## src/rtl/rx_ring_writer.sv

```systemverilog
module rx_ring_writer #(
  parameter int ADDR_W = 32,
  parameter logic [ADDR_W-1:0] RING_BASE = 'h100,
  parameter int LEN_W = 13,
  parameter int MISS_W = 16
) (
  input  logic              clk,
  input  logic              rst_n,
  input  logic              in_valid,
  output logic              in_ready,
  input  logic [7:0]        in_data,
  input  logic              in_last,
  input  logic [3:0]        in_err,
  output logic              mem_en,
  output logic              mem_we,
  output logic [ADDR_W-1:0] mem_addr,
  output logic [3:0]        mem_be,
  output logic [31:0]       mem_wdata,
  input  logic [31:0]       mem_rdata,
  output logic              irq_rok,
  output logic              irq_rer,
  output logic              irq_rdu,
  output logic [MISS_W-1:0] missed
);
  localparam logic [ADDR_W-1:0] STRIDE   = ADDR_W'(16);
  localparam logic [ADDR_W-1:0] PTR_OFFS = ADDR_W'(8);

  typedef enum logic [2:0] {S_IDLE, S_RDC, S_RDA, S_FILL, S_PCHK, S_NXA, S_WB, S_DROP} st_t;
  st_t st;

  logic [ADDR_W-1:0] cur, buf_ptr, nxt;
  logic              cur_eor, seg_first;
  logic [LEN_W-1:0]  seg_size, seg_cnt, frame_len;
  logic [3:0]        err_q;

  wire own      = mem_rdata[31];
  wire seg_full = seg_cnt == seg_size;
  wire accept   = in_valid && in_ready;
  assign nxt      = cur_eor ? RING_BASE : cur + STRIDE;
  assign in_ready = (st == S_FILL && !seg_full) || st == S_DROP;

  function automatic logic [31:0] wb_word(input logic eor, input logic first, input logic ls,
                                          input logic bovf, input logic [3:0] err,
                                          input logic [LEN_W-1:0] len);
    logic [31:0] w;
    w = '0;
    w[30] = eor;
    w[29] = first;
    w[28] = ls;
    w[19] = err[0];
    w[20] = err[1];
    w[22] = err[2];
    w[23] = err[3];
    w[24] = bovf;
    w[21] = bovf || (err != 4'd0);
    w[LEN_W-1:0] = len;
    return w;
  endfunction

  always_comb begin
    mem_en = 1'b0;
    mem_we = 1'b0;
    mem_addr = cur;
    mem_be = 4'h0;
    mem_wdata = '0;
    case (st)
      S_IDLE: mem_en = in_valid;
      S_RDC: begin
        mem_en = own;
        mem_addr = cur + PTR_OFFS;
      end
      S_FILL:
        if (accept) begin
          mem_en = 1'b1;
          mem_we = 1'b1;
          mem_addr = buf_ptr;
          mem_be = 4'b0001 << buf_ptr[1:0];
          mem_wdata = {4{in_data}};
        end else if (seg_full && in_valid) begin
          mem_en = 1'b1;
          mem_addr = nxt;
        end
      S_PCHK: begin
        mem_en = 1'b1;
        mem_we = 1'b1;
        mem_be = 4'hF;
        mem_wdata = own ? wb_word(cur_eor, seg_first, 1'b0, 1'b0, 4'd0, frame_len)
                        : wb_word(cur_eor, seg_first, 1'b1, 1'b1, 4'd0, frame_len);
      end
      S_NXA: begin
        mem_en = 1'b1;
        mem_addr = cur + PTR_OFFS;
      end
      S_WB: begin
        mem_en = 1'b1;
        mem_we = 1'b1;
        mem_be = 4'hF;
        mem_wdata = wb_word(cur_eor, seg_first, 1'b1, 1'b0, err_q, frame_len);
      end
      default: ;
    endcase
  end

  assign irq_rdu = (st == S_RDC || st == S_PCHK) && !own;
  assign irq_rok = st == S_WB && err_q == 4'd0;
  assign irq_rer = (st == S_WB && err_q != 4'd0) || (st == S_PCHK && !own);

  always_ff @(posedge clk) begin
    if (!rst_n) begin
      st <= S_IDLE;
      cur <= RING_BASE;
      cur_eor <= 1'b0;
      seg_first <= 1'b0;
      seg_size <= '0;
      seg_cnt <= '0;
      frame_len <= '0;
      buf_ptr <= '0;
      err_q <= '0;
      missed <= '0;
    end else begin
      case (st)
        S_IDLE:
          if (in_valid) begin
            st <= S_RDC;
            frame_len <= '0;
            seg_first <= 1'b1;
          end
        S_RDC:
          if (own) begin
            seg_size <= mem_rdata[LEN_W-1:0];
            cur_eor <= mem_rdata[30];
            st <= S_RDA;
          end else begin
            missed <= missed + 1'b1;
            st <= S_DROP;
          end
        S_RDA: begin
          buf_ptr <= mem_rdata[ADDR_W-1:0];
          seg_cnt <= '0;
          st <= S_FILL;
        end
        S_FILL:
          if (accept) begin
            buf_ptr <= buf_ptr + 1'b1;
            seg_cnt <= seg_cnt + 1'b1;
            frame_len <= frame_len + 1'b1;
            if (in_last) begin
              err_q <= in_err;
              st <= S_WB;
            end
          end else if (seg_full && in_valid) begin
            st <= S_PCHK;
          end
        S_PCHK: begin
          cur <= nxt;
          if (own) begin
            seg_size <= mem_rdata[LEN_W-1:0];
            cur_eor <= mem_rdata[30];
            seg_first <= 1'b0;
            st <= S_NXA;
          end else begin
            st <= S_DROP;
          end
        end
        S_NXA: st <= S_RDA;
        S_WB: begin
          cur <= nxt;
          st <= S_IDLE;
        end
        S_DROP:
          if (accept && in_last) st <= S_IDLE;
        default: st <= S_IDLE;
      endcase
    end
  end

  AST_BYTE_LANE: assert property (@(posedge clk) disable iff (!rst_n)
    (mem_en && mem_we && mem_be != 4'hF) |-> (mem_be == (4'b0001 << mem_addr[1:0])));
  AST_READY_ROOM: assert property (@(posedge clk) disable iff (!rst_n)
    (in_ready && st == S_FILL) |-> (seg_cnt < seg_size));
  AST_CTRL_WRITE: assert property (@(posedge clk) disable iff (!rst_n)
    (mem_en && mem_we && mem_be == 4'hF) |-> (mem_addr[3:0] == 4'h0 && !mem_wdata[31]));
  AST_WRAP_BASE: assert property (@(posedge clk) disable iff (!rst_n)
    (st == S_WB && cur_eor) |=> (cur == RING_BASE));
  AST_MISSED_STEP: assert property (@(posedge clk) disable iff (!rst_n)
    (missed != $past(missed)) |-> (missed == $past(missed) + 1'b1));
  AST_ROK_LAST: assert property (@(posedge clk) disable iff (!rst_n)
    irq_rok |-> (mem_we && mem_wdata[28] && !mem_wdata[21]));
  AST_ROK_RER_EXCL: assert property (@(posedge clk) disable iff (!rst_n)
    $onehot0({irq_rok, irq_rer}));
endmodule

```

## config.mk

```make
export PLATFORM = sky130hd
export DESIGN_NAME = rx_ring_writer
export DESIGN_NICKNAME = d
export VERILOG_FILES = /design/src/rtl/rx_ring_writer.sv
export SDC_FILE = /design/constraint.sdc
export NUM_CORES = 1
export LEC_CHECK = 0
export BUFFER_PORTS_ARGS = -buffer_cell sky130_fd_sc_hd__buf_2
export CAP_MARGIN = 10
export CORE_MARGIN = 3
export CORE_UTILIZATION = 35
export CTS_CLUSTER_SIZE = 24
export DETAILED_ROUTE_END_ITERATION = 16
export GPL_ROUTABILITY_DRIVEN = 0
export PLACE_DENSITY = 0.63
export SLEW_MARGIN = 25
export SYNTH_ARGS = -nofsm -noshare
export SYNTH_HDL_FRONTEND = slang
export SYNTH_SLANG_ARGS = --single-unit
```

## constraint.sdc

```tcl
create_clock -name clk -period 3.15 [get_ports clk]
set_input_delay 0.63 -clock clk [delete_from_list [all_inputs] [get_ports clk]]
set_output_delay 0.63 -clock clk [all_outputs]
set_load 0.005 [all_outputs]
```

# Word-level counts from Yosys, hierarchy flattened
# Cells that the tools add are included.
dict set report totals {
  out_inout_bits 90
  in_bits 48
  ff_bits 128
}
dict set report classes {
  n_eq_ne 14
  n_reduce_logical 30
  shift 1
  n_bitwise 1
  n_addsub 6
  muxes 32
}
# op n
set ops {}
lappend ops {{32-bit two-way mux} 5}
lappend ops {{32-bit case mux with 2 select lines} 2}
lappend ops {{32-bit case mux with 3 select lines} 1}
lappend ops {{13-bit case mux with 2 select lines} 2}
lappend ops {{13-bit two-way mux} 3}
lappend ops {{32-bit by 1-bit adder with 32-bit output, second input constant} 1}
lappend ops {{32-bit by 4-bit adder with 32-bit output, second input constant} 1}
lappend ops {{32-bit by 5-bit adder with 32-bit output, second input constant} 1}
lappend ops {{29-bit two-way mux} 1}
lappend ops {{13-bit by 1-bit adder with 13-bit output, second input constant} 2}
lappend ops {{3-bit case mux with 8 select lines} 1}
lappend ops {{3-bit two-way mux} 6}
lappend ops {{16-bit by 1-bit adder with 16-bit output, second input constant} 1}
lappend ops {{13-bit == test} 1}
lappend ops {{3-bit == test, second input constant} 4}
lappend ops {{3-bit AND reduction} 3}
lappend ops {{1-bit logical AND} 8}
lappend ops {{4-bit case mux with 2 select lines} 1}
lappend ops {{3-bit by 2-bit == test with 1-bit output, second input constant} 2}
lappend ops {{2-bit inequality test, second input constant} 3}
lappend ops {{2-bit AND reduction} 3}
lappend ops {{2-bit nonzero test} 3}
lappend ops {{2-bit OR reduction} 3}
lappend ops {{1-bit two-way mux} 5}
lappend ops {{17 further kinds} 21}

# Longest topological paths before layout
dict set report logic_depth {
  ltp_word 8
  depth_mapped 9
}

# Least setup slack after synthesis
# Ideal clock, no wire load.
dict set report synth_path {
  path_type {register -> output}
  from {register cur[4]}
  to {output port mem_addr[24]}
  slack_ps 499
  stages_incl_launch_ff 8
  n_path_buf 0
  arrival_ps 2021
  required_time_ps 2520
  cell_sequence {dfxtp_1 ha_1 nand3_2 nor3_4 nand4_1 or3_1 o22a_1 o211ai_1}
}
dict set report synth_between {
  elab_chain_len 5
  word_cells_on_any_way 6
  cone_classes {add/sub (2); mux (4)}
}
# element line
set synth_lines {}
lappend synth_lines {{from (decl)} 31} ;# logic [ADDR_W-1:0] cur, buf_ptr, nxt;
lappend synth_lines {{from (signal assigned)} 155} ;# cur <= nxt;
lappend synth_lines {{from (signal assigned)} 167} ;# cur <= nxt;
lappend synth_lines {{32-bit by 5-bit adder with 32-bit output} 39} ;# assign nxt = cur_eor ? RING_BASE : cur + STRIDE;
lappend synth_lines {{32-bit two-way mux} 39}
lappend synth_lines {{32-bit two-way mux} 79} ;# end else if (seg_full && in_valid) begin
lappend synth_lines {{32-bit two-way mux} 73} ;# if (accept) begin
lappend synth_lines {{32-bit case mux with 2 select lines *} 66} ;# case (st)
lappend synth_lines {{to (decl)} 16} ;# output logic [ADDR_W-1:0] mem_addr,
# Every way passes the cells marked *; elsewhere a longest branch is shown, timed or not.

# Final worst setup path
dict set report layout_path {
  from {register seg_cnt[7]}
  to {output port mem_addr[31]}
}
dict set report layout_between {
  elab_chain_len 7
  word_cells_on_any_way 9
  cone_classes {eq/ne (1); mux (3); reduce/logical (5)}
}
# element line
set layout_lines {}
lappend layout_lines {{from (decl)} 33} ;# logic [LEN_W-1:0] seg_size, seg_cnt, frame_len;
lappend layout_lines {{from (signal assigned)} 145} ;# seg_cnt <= seg_cnt + 1'b1;
lappend layout_lines {{13-bit == test *} 37} ;# wire seg_full = seg_cnt == seg_size;
lappend layout_lines {{1-bit zero test} 40} ;# assign in_ready = (st == S_FILL && !seg_full) || st == S_DROP;
lappend layout_lines {{1-bit logical AND} 40}
lappend layout_lines {{1-bit logical OR} 40}
lappend layout_lines {{1-bit logical AND} 38} ;# wire accept = in_valid && in_ready;
lappend layout_lines {{32-bit two-way mux *} 73}
lappend layout_lines {{32-bit case mux with 2 select lines *} 66}
# Marks and branches as above.

==> metrics.yaml <==
place:
  dp_cells: 1646
  portBuffers: 137
  post-place-ws_ps: 88.6
  hpwl_microns: 24000
yosys:
  yosysMostFrequentCell: "nor2_1"
  syn_nets: 1260
  ys.flop_type: "dfxtp_1"
  muxShareOfSynthArea: 0.0388
  yosysTopAreaCellShare: 0.289
  syn_avg_cell_area_sq_um: 7.37
  ys_top_cells_by_count: "133 x nor2_1, 128 x dfxtp_1, 123 x nand2_1, 107 x a21oi_1, 71 x o21ai_0"
  yosys.area_share.xor_xnor: 0.0464
  synth_cells: 1203
  synthAdderAreaFrac: 0.0127
  synth-edff-count: 0
  ys_ff_latch: 128
  synth_compound_area_frac: 0.261
  synth_area_leaders: "dfxtp_1 29%, a21oi_1 6.0%, nor2_1 5.6%"
  synth_top_family_by_area: "simple AND/OR/NAND/NOR gates"
  synthesis.area_sq_um: 8870
  ys_warn_count: 0
  yosysSeqAreaShare: 0.289
  synthDistinctLibCells: 80
  synth-async-reset-ratio: 0
  yosys.area.top_type: "dfxtp_1"
  synth-simple-area-share: 0.293
layout:
  num_antenna_cells: 0
  fin_util: 0.475
  drive_gt1_frac: 0.305
  stdcell_count: 1712
  finalNetCount: 1432
  area_delta_synth_final_pct: 31.7
outcome:
  status: "finished, violations left"
  violations: "negative setup slack"
worst_setup_path:
  crit_chain: "xor2_1, nor4_2, buf_4, nand4_1, buf_6, or4_4, o21a_1, o211ai_2, buf_2"
  cp_max_fo: 8
  slowest_stage: "or4_4"
  max_stage_delay_ps: 470
  worstPathRequired_ps: 2520
  end_kind: "output port"
  start_kind: "flop"
  worstPathArrival_ps: 2640
  cp.buffers_inverters: 3
  critical_path_class: "flop to output port"
  critPathTopFamily: "simple AND/OR/NAND/NOR gates"
min_path:
  hp-class: "input port to flop"
cts:
  cts_buffers: 17
  cts_tree: "done"
  clkTransAtPathRegs_ps: 60
  clk_latency_ps: 430
  htree_levels: 4
  cts.sinks: 128
  root_buffer: "clkbuf_16"
  cts_buffer_depth: 2
  ctsHoldBuffers: 0
global_route:
  grt-ovfl-total: 0
  grt_pass1_wl_microns: 51100
  grt_pass1_vias: 9341
  grt_max_degree: 49
  antenna_found_initial: 0
  track_usage: 0.238
sta:
  final_hold_viol_count: 0
  max_freq_mhz: 306
  min_period_over_period: 1.04
  tns_ps: -892
  maxSlewViolCount: 0
  maxSlewHeadroom: 0.484
  worst-slew-pin-transition_ps: 773
  rsz0062_at_grt: "true"
  setup_ws_ps: -123
  period_needed_ps: 3270
  setup_viol: 14
  skew_ps: 7.32
drt:
  first_pass_iters: 7
  dr.first_iter.drc_count: 1075
  vias: 10300
  dr.max_layer_used: "met4"
  route.met3.wl_microns: 2850
  wl_microns: 34000
  post_drt_wl_per_cell_microns: 19.8
  met2_length_microns: 15200
  remaining_drc_errors: 0
  vias_per_cell: 6.00
  ant_nets: 0
  drt-met1-wl_microns: 14500
die:
  initial_core_util: 0.360
  io_pins: 138
  rows: 57
  fp.coreArea_sq_um: 24600
  die_area_sq_um: 27300
  die_w_microns: 165
  die_h_microns: 165
power:
  pwr_density_cell_nw_per_um2: 797
  peakVddDrop_v: 0.000404
  p_leak_uw: 0.00476
flow_run:
  maxCapViolCount: 0
## layout by cell type (no fill, tap or decap), types with 32 or more instances in the layout
cell type / count
nand2_1: 117
buf_2: 136
o21ai_0: 65
buf_4: 110
xor2_1: 32
nor2_1: 128
dfxtp_1: 110
nand3_1: 38
nand4_1: 42
a21oi_1: 104
## through the flow
| stage | total power [uW] | hold WS (ps) | instance area (sq um) |
|---|---|---|---|
| 3_5_place_dp | 6020 | 449 | 10200 |
| 2_1_floorplan | 4510 | 431 | 8870 |
| 3_3_place_gp | 5970 | 447 | 10200 |
| 5_1_grt | 9710 | 442 | 11700 |
| 6_report | 9310 | 439 | 11700 |
| 4_1_cts | 8470 | 433 | 11100 |
## flip-flops by register name, indices dropped and copies added, names as in the netlist
| signal | cells |
|---|---|
| buf_ptr | 32 |
| cur_eor | 1 |
| frame_len | 13 |
| err_q | 4 |
| cur | 32 |
| seg_size | 13 |
| missed | 16 |
| seg_cnt | 13 |
| seg_first | 1 |
| st | 3 |
## metal layers
layer	vias to the layer above	global-route usage
li1	4793	-
met1	4820	0.316
met2	560	0.373
met3	91	0.0474
met4	0	0.104
met5	-	0
## area by class of cell
class                      count  area, sq um
sequential                   128         2590
clock inverter                11          129
timing repair buffer         260         1690
multi-input combinational    952         6320
inverter                      16         63.8
clock buffer                  21          470
fill                        2428        12900
tap                          324          405
## timing repair
item,in CTS,in global routing
setup endpoints to repair,48,43
buffers inserted,11,24
pin swaps,9,32
gates resized for setup,50,98
## logic make-up (layout without fill, tap and decap cells)
group | count (synthesis) | count (layout)
fa+ha+maj | 9 | 9
buf+inv | 123 | 308
xor+xnor | 47 | 47
compound gates | 354 | 354
mux | 34 | 34
flops | 128 | 128
simple gates | 508 | 508
## final timing paths
kind	start	slack (ps)	endpoint	cells past startpoint
hold reg to reg	cur[0]	470	cur[0]	1
hold / removal	in_err[0]	440	err_q[0]	3
setup / recovery	seg_cnt[7]	-120	mem_addr[31]	9
setup reg to reg	seg_cnt[7]	220	buf_ptr[26]	11
## report_power, final
| part | total, uW | internal, uW | switching [uW] |
|---|---|---|---|
| clock network | 2060 | 1240 | 822 |
| logic | 4900 | 2050 | 2850 |
| registers | 2350 | 1900 | 453 |
## worst reg2reg max path, delay by kind of cell, from the launching register on
family	cells	cell delay (ps)
AOI/OAI and AO/OA	3	880
buffers and inverters	5	1010
and+or+nand+nor	2	460
DFF	1	320
xor gates and xnor gates	1	160
No activity file was read; power rests on OpenSTA's default activity.
